`src/rtl/chg_pkg.sv`:
```
package chg_pkg;
  localparam int CH_BITS = 8;
  localparam int NUM_CH  = 24;
  localparam int REG_W   = 8;
  localparam int NUM_REG = NUM_CH / REG_W;
  localparam int NUM_DIR = 2;
  localparam int CH_W    = $clog2(NUM_CH);
  localparam int BIT_W   = $clog2(CH_BITS);
  localparam int SEL_W   = $clog2(NUM_REG + 1);
  localparam int DIR_W   = $clog2(NUM_DIR);

  typedef struct packed {
    logic             frm;
    logic [CH_W-1:0]  ch;
    logic [BIT_W-1:0] bt;
  } slot_t;
endpackage

```
`src/rtl/chg_rst_sync.sv`:
```
module chg_rst_sync (
  input  logic clk,
  input  logic rst_n,
  output logic rst_sync_n
);
  logic [1:0] sync_q;
  logic [1:0] sync_d;

  always_comb sync_d = {sync_q[0], 1'b1};

  always_ff @(posedge clk or negedge rst_n) begin
    if (!rst_n) sync_q <= 2'b00;
    else        sync_q <= sync_d;
  end

  assign rst_sync_n = sync_q[1];
endmodule

```
`src/rtl/chg_slot_timer.sv`:
```
module chg_slot_timer
  import chg_pkg::*;
(
  input  logic  clk,
  input  logic  rst_n,
  input  logic  bit_en,
  input  logic  fsync,
  output slot_t cur,
  output slot_t nxt,
  output logic  adv
);
  slot_t cur_q;
  slot_t nxt_d;

  always_comb begin
    nxt_d = cur_q;
    if (fsync) begin
      nxt_d.frm = 1'b1;
      nxt_d.ch  = '0;
      nxt_d.bt  = '0;
    end else if (cur_q.frm) begin
      nxt_d.frm = 1'b0;
      nxt_d.ch  = '0;
      nxt_d.bt  = '0;
    end else if (cur_q.bt == BIT_W'(CH_BITS - 1)) begin
      nxt_d.bt = '0;
      if (cur_q.ch == CH_W'(NUM_CH - 1)) begin
        nxt_d.frm = 1'b1;
        nxt_d.ch  = '0;
      end else begin
        nxt_d.ch = cur_q.ch + 1'b1;
      end
    end else begin
      nxt_d.bt = cur_q.bt + 1'b1;
    end
  end

  always_ff @(posedge clk or negedge rst_n) begin
    if (!rst_n) begin
      cur_q.frm <= 1'b1;
      cur_q.ch  <= '0;
      cur_q.bt  <= '0;
    end else if (bit_en) begin
      cur_q <= nxt_d;
    end
  end

  assign cur = cur_q;
  assign nxt = nxt_d;
  assign adv = bit_en;

  assert_chan_range_R2: assert property (@(posedge clk) disable iff (!rst_n)
    cur_q.ch < CH_W'(NUM_CH));
  assert_wrap_R2: assert property (@(posedge clk) disable iff (!rst_n)
    (bit_en && !fsync && !cur_q.frm && cur_q.ch == CH_W'(NUM_CH - 1) &&
     cur_q.bt == BIT_W'(CH_BITS - 1)) |=> cur_q.frm);
  assert_sync_restart_R6: assert property (@(posedge clk) disable iff (!rst_n)
    (bit_en && fsync) |=> (cur_q.frm && cur_q.ch == '0 && cur_q.bt == '0));
  assert_stall_hold_R10: assert property (@(posedge clk) disable iff (!rst_n)
    !bit_en |=> $stable(cur_q));
endmodule

```
`src/rtl/chg_ctrl_regs.sv`:
```
module chg_ctrl_regs
  import chg_pkg::*;
#(
  parameter int DIR_ID = 0
) (
  input  logic              clk,
  input  logic              rst_n,
  input  logic              wr_en,
  input  logic [DIR_W-1:0]  wr_dir,
  input  logic [SEL_W-1:0]  wr_sel,
  input  logic [REG_W-1:0]  wr_data,
  output logic [NUM_CH-1:0] mask
);
  logic dir_hit;
  assign dir_hit = wr_en && (wr_dir == DIR_W'(DIR_ID));

  for (genvar r = 0; r < NUM_REG; r++) begin : g_word
    logic             hit;
    logic [REG_W-1:0] word_q;
    logic [REG_W-1:0] word_d;

    assign hit = dir_hit && (wr_sel == SEL_W'(r));

    always_comb word_d = hit ? wr_data : word_q;

    always_ff @(posedge clk or negedge rst_n) begin
      if (!rst_n) word_q <= '0;
      else        word_q <= word_d;
    end

    assign mask[r*REG_W +: REG_W] = word_q;
  end

  assert_bad_sel_ignored_R7: assert property (@(posedge clk) disable iff (!rst_n)
    (wr_en && wr_sel >= SEL_W'(NUM_REG)) |=> $stable(mask));
  assert_other_dir_ignored_R8: assert property (@(posedge clk) disable iff (!rst_n)
    (wr_en && wr_dir != DIR_W'(DIR_ID)) |=> $stable(mask));
  assert_idle_hold_R7: assert property (@(posedge clk) disable iff (!rst_n)
    !wr_en |=> $stable(mask));
endmodule

```
`src/rtl/chg_gate_out.sv`:
```
module chg_gate_out
  import chg_pkg::*;
(
  input  logic              clk,
  input  logic              rst_n,
  input  logic              adv,
  input  slot_t             nxt,
  input  slot_t             cur,
  input  logic [NUM_CH-1:0] mask,
  output logic              gate
);
  logic load;
  logic level;
  logic gate_q;
  logic gate_d;

  assign load  = adv && (nxt.frm || nxt.bt == '0);
  assign level = nxt.frm ? 1'b0 : mask[nxt.ch];

  always_comb gate_d = load ? level : gate_q;

  always_ff @(posedge clk or negedge rst_n) begin
    if (!rst_n) gate_q <= 1'b0;
    else        gate_q <= gate_d;
  end

  assign gate = gate_q;

  assert_frame_low_R3: assert property (@(posedge clk) disable iff (!rst_n)
    cur.frm |-> !gate_q);
  assert_change_at_start_R9: assert property (@(posedge clk) disable iff (!rst_n)
    !$stable(gate_q) |-> (cur.frm || cur.bt == '0));
  assert_idle_hold_R10: assert property (@(posedge clk) disable iff (!rst_n)
    !adv |=> $stable(gate_q));
endmodule

```
`src/rtl/chan_gate_top.sv`:
```
module chan_gate_top
  import chg_pkg::*;
(
  input  logic               clk,
  input  logic               rst_n,
  input  logic [NUM_DIR-1:0] bit_en,
  input  logic [NUM_DIR-1:0] fsync,
  input  logic               wr_en,
  input  logic [DIR_W-1:0]   wr_dir,
  input  logic [SEL_W-1:0]   wr_sel,
  input  logic [REG_W-1:0]   wr_data,
  output logic [NUM_DIR-1:0] gate
);
  logic rst_s_n;

  chg_rst_sync u_rst (
    .clk        (clk),
    .rst_n      (rst_n),
    .rst_sync_n (rst_s_n)
  );

  for (genvar d = 0; d < NUM_DIR; d++) begin : g_dir
    slot_t             cur;
    slot_t             nxt;
    logic              adv;
    logic [NUM_CH-1:0] mask;

    chg_slot_timer u_timer (
      .clk    (clk),
      .rst_n  (rst_s_n),
      .bit_en (bit_en[d]),
      .fsync  (fsync[d]),
      .cur    (cur),
      .nxt    (nxt),
      .adv    (adv)
    );

    chg_ctrl_regs #(.DIR_ID(d)) u_regs (
      .clk     (clk),
      .rst_n   (rst_s_n),
      .wr_en   (wr_en),
      .wr_dir  (wr_dir),
      .wr_sel  (wr_sel),
      .wr_data (wr_data),
      .mask    (mask)
    );

    chg_gate_out u_gate (
      .clk   (clk),
      .rst_n (rst_s_n),
      .adv   (adv),
      .nxt   (nxt),
      .cur   (cur),
      .mask  (mask),
      .gate  (gate[d])
    );
  end

  assert_low_in_reset_R1: assert property (@(posedge clk)
    !rst_s_n |-> (gate == '0));
endmodule

```
`config.mk`:
```
export PLATFORM = sky130hd
export DESIGN_NAME = chan_gate_top
export DESIGN_NICKNAME = d
export VERILOG_FILES = /design/src/rtl/chg_pkg.sv /design/src/rtl/chg_rst_sync.sv /design/src/rtl/chg_slot_timer.sv /design/src/rtl/chg_ctrl_regs.sv /design/src/rtl/chg_gate_out.sv /design/src/rtl/chan_gate_top.sv
export SDC_FILE = /design/constraint.sdc
export NUM_CORES = 1
export LEC_CHECK = 0
export BUFFER_PORTS_ARGS = -buffer_cell sky130_fd_sc_hd__buf_4
export CAP_MARGIN = 10
export CORE_AREA = 2 2 77 135
export CTS_BUF_LIST = sky130_fd_sc_hd__clkbuf_8
export DETAILED_ROUTE_END_ITERATION = 8
export DIE_AREA = 0 0 79 137
export PLACE_DENSITY_LB_ADDON = 0.08
export RECOVER_POWER = 100
export SYNTH_ARGS = -nofsm -noshare
export SYNTH_HDL_FRONTEND = slang
export SYNTH_SLANG_ARGS = --single-unit
```
`constraint.sdc`:
```
create_clock -name clk -period 4 [get_ports clk]
set_clock_uncertainty 0.05 [all_clocks]
set_input_delay 0.8 -clock clk [delete_from_list [all_inputs] [get_ports clk]]
set_output_delay 0.8 -clock clk [all_outputs]
set_load 0.01 [all_outputs]
```
# Yosys cells after proc, flatten, opt, wreduce, memory -nomap -nowiden
# Index checks and enable logic that the tools add are counted.
[word_totals]
regBits = 70
inputBits = 18
out_inout_bits = 2
elab_cells = 61
[classes]
addsub = 4
magnitude_cmp = 2
n_eq_ne = 6
mux = 18
n_bitwise = 1
n_reduce_logical = 15
[ops]
columns = ["operator", "n"]
rows = [
  ["$mux W9", 4],
  ["$lt A5 B6 Y1 const B", 2],
  ["$mux W6", 2],
  ["$add A5 B1 Y5 const B", 2],
  ["$bmux W1 S5", 2],
  ["$eq A5 B5 Y1 const B", 2],
  ["$logic_and A1 B1 Y1", 10],
  ["$mux W5", 2],
  ["$add A3 B1 Y3 const B", 2],
  ["$eq A3 B3 Y1 const B", 2],
  ["$logic_not A3 Y1", 2],
  ["$mux W1", 6],
  ["$mux W3", 2],
  ["$eq A2 B1 Y1 const B", 1],
  ["$eq A2 B2 Y1 const B", 1],
  ["$logic_not A2 Y1", 1],
  ["$logic_or A1 B1 Y1", 2],
  ["$not A1 Y1", 1],
]

# Logic depth before layout (Yosys ltp)
# Gate-level depths: netlist (run 1).
[logic_depth]
word_depth = 8
depth_mapped = 10
mapped_depth_nobuf = 8

# Cells and area by module
# Synthesis (run 1) repeated with hierarchy kept, for this count alone.
[unflattened]
hier_cells = 266
hier_area_um2 = 3669.8
[modules_own_cells]
columns = ["module", "instances", "cells_per_inst", "area_per_inst_um2", "seq_area_each_um2"]
rows = [
  ["chg_slot_timer", 2, 60, 621.8, 226.5],
  ["chg_ctrl_regs at g_dir[1].u_regs", 1, 52, 954.7, 600.6],
  ["chg_ctrl_regs at g_dir[0].u_regs", 1, 53, 929.6, 600.6],
  ["chg_gate_out", 2, 19, 244.0, 25.0],
  ["chg_rst_sync", 1, 3, 53.8, 50.0],
]

# Least setup slack after synthesis (run 1)
# OpenSTA, ideal clock, no wires.
[synth_timing]
kind = "input-to-reg"
from = "in fsync[1]"
to = "reg g_dir[1].u_gate.gate_q"
setup_ns = 0.123
arrival_ns = 2.270
required_time_ns = 3.827
path_slack_ns = 1.557
path_stages = 6
n_path_buf = 0
path_cell_list = "or2_2 -> a21oi_4 -> mux4_1 -> nand3_1 -> nand3_1 -> o221a_1"
[synth_between]
elab_chain_len = 4
elab_cells_between_ends = 7
cone_classes = "mux (4); reduce/logical (3)"
[synth_lines]
columns = ["element", "line", "rtl"]
rows = [
  ["from (decl)", "chan_gate_top.sv:7", "input logic [NUM_DIR-1:0] fsync,"],
  ["$mux W9 (*)", "chg_slot_timer.sv:17", "if (fsync) begin"],
  ["$bmux W1 S5 or $logic_not A3 Y1 (tied branches)", "chg_gate_out.sv:18, chg_gate_out.sv:17", ""],
  ["$mux W1 (implied by the code) or $logic_or A1 B1 Y1 (tied branches)", "chg_gate_out.sv:18, chg_gate_out.sv:17", ""],
  ["$mux W1 or $logic_and A1 B1 Y1 (tied branches)", "chg_gate_out.sv:18, chg_gate_out.sv:17", ""],
  ["to (signal assigned)", "chg_gate_out.sv:24", "else gate_q <= gate_d;"],
  ["to (decl)", "chg_gate_out.sv:14", "logic gate_q;"],
]
# Every way passes the cells marked *; elsewhere a longest branch is shown, timed or not. The select of a mux whose other input is x is not followed.
# A chain may end at the register's enable or synchronous reset.

# Worst setup path after layout (run 1)
[layout_timing]
from = "reg g_dir[1].u_timer.cur_q, in the netlist g_dir[1].u_timer.cur[0]"
to = "reg g_dir[1].u_gate.gate_q"
[layout_between]
elab_chain_len = 7
elab_cells_between_ends = 12
cone_classes = "add/sub (1); eq/ne (1); mux (7); reduce/logical (3)"
[layout_lines]
columns = ["element", "line", "rtl"]
rows = [
  ["from (decl)", "chg_slot_timer.sv:12", "slot_t cur_q;"],
  ["from (signal assigned)", "chg_slot_timer.sv:44", "cur_q <= nxt_d;"],
  ["$eq A3 B3 Y1 or $add A3 B1 Y3 (tied branches)", "chg_slot_timer.sv:25, chg_slot_timer.sv:34", ""],
  ["$mux W6 or $mux W3 (tied branches)", "chg_slot_timer.sv:25", "end else if (cur_q.bt == BIT_W'(CH_BITS - 1)) begin"],
  ["$mux W9 (*)", "chg_slot_timer.sv:21", "end else if (cur_q.frm) begin"],
  ["$mux W9 (*)", "chg_slot_timer.sv:17", ""],
  ["$bmux W1 S5 or $logic_not A3 Y1 (tied branches)", "chg_gate_out.sv:18, chg_gate_out.sv:17", ""],
  ["$mux W1 (implied by the code) or $logic_or A1 B1 Y1 (tied branches)", "chg_gate_out.sv:18, chg_gate_out.sv:17", ""],
  ["$mux W1 or $logic_and A1 B1 Y1 (tied branches)", "chg_gate_out.sv:18, chg_gate_out.sv:17", ""],
]
# Marks and branches as above.

==> summary.txt, run 1 <==
Status
  – Status: finished, final reports clean

Timing
  – Slew margin rel.: 0.0783
  – Final Hold Fails: 0
  – Fmax: 316 MHz
  – Slew Limit Fails: 0
  – Final period util: 0.790
  – Worst-Margin Slew: ~1.4 ns
  – Fin Hold WS: 0.171 ns
  – Unrepaired setup endpoints after global routing: false
  – Min Clock Period, post-route: roughly 3.2 ns
  – Sum Neg Setup Slack: 0 ns
  – Final setup fails: 0

Floorplan
  – Num rows: 48
  – Die height: approximately 140 µm
  – Starting Density: 0.392
  – Die area: 0.0108 mm²
  – I/O pins: 20
  – Core Box Area: slightly below 0.01 mm²
  – Die W: just under 80 µm

Route
  – Routed WL: about 9400 µm
  – Routed WL per cell: ~19 µm
  – Via count: 2702
  – Vias/cell: roughly 5.6
  – Initial DRC Count: slightly above 80
  – DRC: 0
  – First drt pass iteration count: 4
  – Post-DRT Antenna Nets: 0

Power and ir drop
  – Sw Ratio: 0.264
  – Leak pwr: 1.73 nW
  – Power Dens Cells: roughly 430 mW/mm²
  – Combinational fraction of design power: 0.138
  – Clk pwr share: 0.358
  – Sequential Power Share: 0.504
  – VDD IR max: roughly 0.28 mV
  – Power Internal: around 1.3 mW
  – Switching pwr: roughly 470 µW

Logic synthesis
  – Syn Inst Count: between 300 and 400
  – Sequential area share after synthesis: 0.460
  – Cell taking the most area after synthesis: dfrtp_1
  – Post-synthesis cell area: approximately 0.0038 mm²
  – Syn Nets: 360
  – Syn Area/Cell: roughly 11 µm²
  – YS warnings: 0
  – Synth top area cells: dfrtp_1 (45%), mux2_2 (17%), mux2i_1 (3.9%), o21ai_0 (2.2%), nand2_1 (2.2%)
  – Netlist cell types: 53
  – FFs w/ async S/R, synth: 1.00
  – Ys flop type: dfrtp_1
  – Post-synth EDFFs: 0
  – Post-synth top area share: 0.446
  – Seq cells post-synth: 70

CTS
  – Clock Pin Slew Worst Setup and Hold Paths: about 0.080 ns
  – Resized Gates After CTS: 0
  – Hold_buf cts: 0
  – Root buffer cell: clkbuf_8
  – Max Root-Sink Buffers: 2
  – Post-CTS setup buffer count: 0
  – Num CTS Buffers: 9
  – CTS Sinks: 70
  – Worst skew pair latency: 0.36 ns
  – Htree depth: 3
  – CTS tree: built

Placed design
  – Port bufs: 19
  – Post-DP HPWL: 7060 µm
  – RD Place Congestion: 0.870

Setup path
  – Critical Path RT: 4.20 ns
  – Critical path cell sequence: ha_1, ha_1, a21bo_4, a21oi_1, mux4_1, nand3_1, nand3_1, o221a_1
  – Critical path class: flip-flop to flip-flop
  – Endpoint class of the critical path: flip-flop
  – CP peak stage delay: 0.69 ns
  – Startpoint types: flip-flop
  – Slowest-stage cell, CP: a21oi_1
  – Crit path max-delay family: compound AO/OA/AOI/OAI gates
  – Largest fanout on the critical path: 13
  – CP arrival: around 3.4 ns
  – Worst Path Buf+Inv: 0

Cells and area
  – Most common cell after layout, fill and taps aside: dfrtp_1
  – Nets: 375
  – Share of cells above drive strength 1: 0.267
  – # diodes: 0
  – Fin util: 0.429
  – Area Overhead vs Synth: 9.49%
  – Most frequent cells in the layout: dfrtp_1 (68), mux2_2 (58), nand2_1 (22)
  – Number of fill cells: 966

Global route
  – First-pass GRT wire length: roughly 15000 µm
  – Total GRT Usage: 0.187
  – Vias in the first global route: approximately 2.8k
  – Total gr overflow: 0
  – Antenna violations before repair: 0
  – Largest net degree at the start of global routing: 49

Run
  – Max Cap Violations: 0

Worst hold path
  – Class of the tightest hold or removal check: primary input to async pin
[worst register-to-register path, stage by stage, from the launching register on]
cell,delay [ns]
dfrtp_1,0.40
ha_1,0.20
ha_1,0.35
a21bo_4,0.28
a21oi_1,0.69
mux4_1,0.67
nand3_1,0.10
nand3_1,0.08
o221a_1,0.23
[Yosys cell counts, types with 2 or more instances]
master / instances
nand4_1: 5
a31oi_1: 4
buf_4: 5
nand4b_1: 2
o21ai_0: 17
a32o_1: 3
mux2_2: 59
xor2_1: 2
dfrtp_1: 68
o31ai_1: 7
nor2_1: 14
buf_2: 5
mux2i_1: 15
a21oi_1: 10
dfstp_2: 2
nand3b_1: 2
nand3_1: 15
nor3_2: 2
nor3_1: 2
a21oi_4: 2
o211a_1: 3
nor3b_2: 2
inv_1: 11
a21boi_0: 2
a32oi_1: 2
o211ai_1: 10
ha_1: 6
clkbuf_1: 6
nand2_1: 22
or2_2: 2
a22o_1: 2
or3_1: 4
nand2b_1: 3
[routing by layer]
metal  up-vias  GRT usage  part of all wire
met1      1356      0.181              0.36
li1       1279          -                 -
met4         0     0.0939             0.032
met2        45      0.370              0.58
met5         -          0                 0
met3        22     0.0310             0.021
[power groups by stage]
stage	combinational [mW]	clock [mW]	sequential [mW]
final	0.246	0.641	0.902
after detailed placement	0.257	0	0.918
after global routing	0.273	0.683	0.917
after CTS	0.257	0.661	0.905
after global placement	0.249	0	0.919
after floorplan	0.191	0	0.889
[final timing paths]
kind	startpoint	to	slack, ns	cells after the start
hold / removal	rst_n	u_rst.sync_q[1]	0.17	1
setup reg to reg	g_dir[1].u_timer.cur[0]	g_dir[1].u_gate.gate	0.84	8
setup / recovery	g_dir[1].u_timer.cur[0]	g_dir[1].u_gate.gate	0.84	8
max in group asynchronous	u_rst.sync_q[1]	g_dir[1].u_regs.g_word[1].word_q[7]	1.89	1
hold reg to reg	u_rst.sync_q[0]	u_rst.sync_q[1]	0.30	0
min in group clk	u_rst.sync_q[0]	u_rst.sync_q[1]	0.30	0
[sequential cells by signal, summed over array words and instances (netlist names)]
| register | flops |
|---|---|
| g_dir.u_regs.g_word.word_q | 48 |
| g_dir.u_gate.gate | 2 |
| u_rst.sync_q | 2 |
| g_dir.u_timer.cur | 18 |
[stage by stage]
step	instances	total power, mW	setup WS [ns]	cell area [µm²]
final	481	1.79	0.838	4170
after global placement	465	1.17	1.31	4030
after global routing	481	1.87	0.552	4170
after detailed placement	465	1.17	1.25	4030
after CTS	481	1.82	1.25	4250
after floorplan	336	1.08	1.56	3810
[cell families after synthesis]
group                    share of synthesized area
AND/OR/NAND/NOR                              0.113
multiplexers                                 0.221
AO/OA/AOI/OAI                                0.144
flip-flops                                   0.460
buffers and inverters                       0.0361
adder cells (fa/ha/maj)                     0.0197
XOR/XNOR                                   0.00460
other                                     0.000984
[cell type report]
| cell class | count | area [µm²] | share of cell area |
|---|---|---|---|
| repair buffers | 21 | 125 | 0.0300 |
| flip-flops and latches | 70 | 1750 | 0.420 |
| clock buffers | 9 | 124 | 0.0297 |
| clock inverters | 7 | 95.1 | 0.0228 |
| inverters | 11 | 41.3 | 0.00990 |
| multi-input cells | 238 | 1880 | 0.450 |
| well taps | 125 | 156 | 0.0375 |
Power figures use the tool's default switching activity.
==> run 2, diff against run 1 <==
--- a/config.mk
+++ b/config.mk
@@ -5,12 +5,13 @@
 export SDC_FILE = /design/constraint.sdc
 export NUM_CORES = 1
 export LEC_CHECK = 0
+export ABC_AREA = 1
 export BUFFER_PORTS_ARGS = -buffer_cell sky130_fd_sc_hd__buf_4
 export CAP_MARGIN = 10
-export CORE_AREA = 2 2 77 135
+export CORE_AREA = 2 2 75 130
 export CTS_BUF_LIST = sky130_fd_sc_hd__clkbuf_8
 export DETAILED_ROUTE_END_ITERATION = 8
-export DIE_AREA = 0 0 79 137
+export DIE_AREA = 0 0 77 132
 export PLACE_DENSITY_LB_ADDON = 0.08
 export RECOVER_POWER = 100
 export SYNTH_ARGS = -nofsm -noshare
==> constraint.sdc (replaced) <==
create_clock -name clk -period 2.6 [get_ports clk]
set_clock_uncertainty 0.05 [all_clocks]
set_input_delay 0.52 -clock clk [delete_from_list [all_inputs] [get_ports clk]]
set_output_delay 0.52 -clock clk [all_outputs]
set_load 0.01 [all_outputs]
==> run 2 against run 1 <==
- synthesized area is 7.1% lower
- utilization is 0.56 points higher
- fmax is 39% higher
- count of clock-buffer cells in the layout is 2 higher
- sequential power is 51% higher
- sequential share of layout area is 2.4 points higher
- combinational power is 31% higher
- final cell count is 21% higher
- global-route usage is 1.2 points higher
- sequential cell count stayed put
- non-clock buffer count is 2 higher
==> summary.txt, run 2 <==
Status
  – Status: finished, final reports clean

Route
  – First drt pass iteration count: 4 (unchanged)
  – Post-DRT Antenna Nets: 0 (unchanged)
  – Initial DRC Count: 170 (+110%)
  – Vias/cell: 5.01 (-11%)
  – DRC: 0 (unchanged)
  – Routed WL per cell: 15.5 µm (-21%)
  – Routed WL: 8990 µm (-4.0%)
  – Via count: 2917 (+8.0%)

Floorplan
  – Die area: 0.0102 mm² (-6.1%)
  – Die W: 77 µm (-2.5%)
  – Die height: 132 µm (-3.6%)
  – Core Box Area: 0.00909 mm² (-6.5%)
  – I/O pins: 20 (unchanged)
  – Starting Density: 0.390 (-0.00220)
  – Num rows: 46 (-4.2%)

Timing
  – Sum Neg Setup Slack: 0 ns (unchanged)
  – Worst-Margin Slew: 1.19 ns (-0.181 ns)
  – Min Clock Period, post-route: 2.28 ns (-0.886 ns)
  – Fin Hold WS: 0.307 ns (+0.136 ns)
  – Final period util: 0.875 (+0.0847)
  – Slew margin rel.: 0.206 (+0.127)
  – Final setup fails: 0 (unchanged)
  – PnR worst setup slack: 0.324 ns (-0.514 ns)
  – Slew Limit Fails: 0 (unchanged)
  – Final Hold Fails: 0 (unchanged)
  – Fmax: 439 MHz (+39%)
  – Unrepaired setup endpoints after global routing: false

Cells and area
  – Most common cell after layout, fill and taps aside: nand2_1
  – Fin util: 0.435 (+0.00562)
  – FF/Latch Area: 0.00175 mm² (unchanged)
  – Area of the multi-input gates: 0.00154 mm² (-18%)
  – Number of fill cells: 990 (+2.5%)
  – Non-Filler Instances: 582 (+21%)
  – Number of flip-flops under the largest register name: 48 (unchanged)
  – Nets: 481 (+28%)
  – Share of cells above drive strength 1: 0.104 (-0.163)
  – Area Overhead vs Synth: 11.6%
  – Final instance area: 0.00395 mm² (-5.3%)
  – Biggest register: g_dir.u_regs.g_word.word_q
  – Most frequent cells in the layout: nand2_1 (126), dfrtp_1 (68), o21ai_0 (67)
  – # diodes: 0 (unchanged)

Global route
  – Largest net degree at the start of global routing: 42 (-14%)
  – Most Crowded Layer GR: met2
  – Antenna violations before repair: 0 (unchanged)
  – Total GRT Usage: 0.199 (+0.0117)
  – Met3 Use GR: 0.0404 (+0.00941)
  – Routing usage on met2: 0.378 (+0.00811)
  – First-pass GRT wire length: 15500 µm (+4.8%)
  – Vias in the first global route: 3071 (+8.9%)
  – Met1 global-route usage: 0.199 (+0.0179)
  – Total gr overflow: 0 (unchanged)

Setup path
  – Startpoint types: flip-flop
  – Largest fanout on the critical path: 10 (-3)
  – Reg2Reg Depth: 15 (+7)
  – Endpoint class of the critical path: flip-flop
  – Critical Path RT: 2.84 ns (-1.36 ns)
  – Critical path class: flip-flop to flip-flop
  – CP arrival: 2.52 ns (-0.84 ns)

Logic synthesis
  – Synth top cells by count: nand2_1 (124), dfrtp_1 (68), o21ai_0 (67), inv_1 (37), nand3_1 (31)
  – Synth top area cells: dfrtp_1 (48%), nand2_1 (13%), o21ai_0 (9.5%), nand3_1 (4.4%), inv_1 (3.9%)
  – Netlist cell types: 36 (-32%)
  – Post-synthesis adder-cell area fraction: 0.0212 (+0.00150)
  – Seq cells post-synth: 70 (unchanged)
  – Ys flop type: dfrtp_1
  – Syn Nets: 461 (+28%)
  – Post-Synth XOR/XNOR Area: 0.00495 (+0.000349)
  – Post-synthesis mux area share: 0 (-0.221)
  – Largest family of logic cells by synthesized area: simple AND/OR/NAND/NOR gates
  – Sequential area share after synthesis: 0.495 (+0.0350)
  – Post-synth EDFFs: 0 (unchanged)
  – Most frequent cell after synthesis: nand2_1
  – Compound-Gate Fraction of Synth Area: 0.130 (-0.0145)
  – Post-synthesis cell area: 0.00354 mm² (-7.1%)
  – YS warnings: 0 (unchanged)
  – Cell taking the most area after synthesis: dfrtp_1
  – FFs w/ async S/R, synth: 1.00 (unchanged)
  – Syn Area/Cell: 8.11 µm² (-29%)
  – Simple-Gate Fraction of Synth Area: 0.280 (+0.167)
  – Syn Inst Count: 437 (+30%)
  – Post-synth top area share: 0.480 (+0.0339)

CTS
  – Max Root-Sink Buffers: 2 (unchanged)
  – CTS Sinks: 70 (unchanged)
  – Post-CTS setup buffer count: 0 (unchanged)
  – CTS tree: built
  – Num CTS Buffers: 9 (unchanged)
  – Root buffer cell: clkbuf_8
  – Worst skew pair latency: 0.35 ns (about the same)
  – Clock Pin Slew Worst Setup and Hold Paths: 0.07 ns (about the same)
  – Htree depth: 3 (unchanged)

Placed design
  – Setup WS pre-CTS: 0.331 ns (-0.924 ns)
  – Port bufs: 19 (unchanged)
  – RD Place Congestion: 0.944 (+8.5%)
  – Dpl cells: 565 (+22%)
  – Placed cell area: 0.00379 mm² (-5.8%)
  – Post-DP HPWL: 6870 µm (-2.7%)

Worst hold path
  – Class of the tightest hold or removal check: flip-flop to flip-flop
  – Hold Path Depth: 0

Power and ir drop
  – Power Total: 2.48 mW (+38%)
  – VDD IR max: 0.303 mV (+10%)
  – Power Dens Cells: 627 mW/mm² (+46%)
  – Leak pwr: 1.90 nW (+9.8%)

Run
  – Max Cap Violations: 0 (unchanged)
==> run 2: changes by cell type in the layout (fill, tap and decap cells not counted), sizes merged, moves of 7 or more <==
cell   previous run  this run
nand3            15        35
nand2            22       129
nor2             14        30
o21ai            17        71
mux2i            15         0
o31ai             7         0
mux2             59         0
nand4             5        16
inv              13        44
==> run 2: area by class of cell <==
| cell class | instances | area share |
|---|---|---|
| multi-input combinational | 310 | 0.389 |
| sequential | 70 | 0.444 |
| clock buffer | 11 | 0.0383 |
| timing repair buffer | 23 | 0.0427 |
| tap | 120 | 0.0380 |
| clock inverter | 5 | 0.00697 |
| inverter | 43 | 0.0412 |
==> run 2: routing by layer <==
layer / part of all wire / wire (µm)
met2: 0.58 / 5190
met4: 0.043 / 386
met1: 0.36 / 3240
met3: 0.020 / 182
met5: 0 / 0
==> run 2: path summary, 6_finish.rpt <==
path                                    startpoint                                   to  slack (ns)
setup / recovery           g_dir[0].u_timer.cur[0]                 g_dir[0].u_gate.gate        0.32
hold / removal                     u_rst.sync_q[0]                      u_rst.sync_q[1]        0.31
setup reg to reg           g_dir[0].u_timer.cur[0]                 g_dir[0].u_gate.gate        0.32
hold reg to reg                    u_rst.sync_q[0]                      u_rst.sync_q[1]        0.31
max in group asynchronous          u_rst.sync_q[1]              g_dir[0].u_timer.cur[8]        1.18
min in group asynchronous          u_rst.sync_q[1]  g_dir[1].u_regs.g_word[0].word_q[7]        0.45
==> run 2: logic make-up after synthesis <==
kind of cell / count (synthesis)
buf+inv: 57
flops: 70
xor+xnor: 2
other cells: 1
compound gates: 86
simple gates: 215
fa+ha+maj: 6
==> run 2: where the power goes <==
part | switching, mW | total (mW) | internal, mW
clock network | 0.405 | 0.795 | 0.390
logic | 0.190 | 0.322 | 0.132
registers | 0.115 | 1.36 | 1.24
total | 0.710 | 2.48 | 1.77
==> run 2: critical path, stage by stage, from the launching register on <==
cell and delay [ns]:
dfrtp_1 0.40, ha_1 0.21, ha_1 0.25, nand2_1 0.13
inv_2 0.05, nand3_4 0.13, nand2_1 0.11, inv_1 0.13
nand2_1 0.17, nand3_1 0.17, nand3_1 0.08, nand2_1 0.10
nor2_1 0.04, nor2_1 0.09, nand2_1 0.05, nand2_1 0.05
==> run 2: repair_timing <==
item / CTS / global route
resized for setup: 0 / 0
hold buffers: 1 / 0
hold endpoints to repair: 2 / 0
endpoints found under the setup margin: 0 / 0
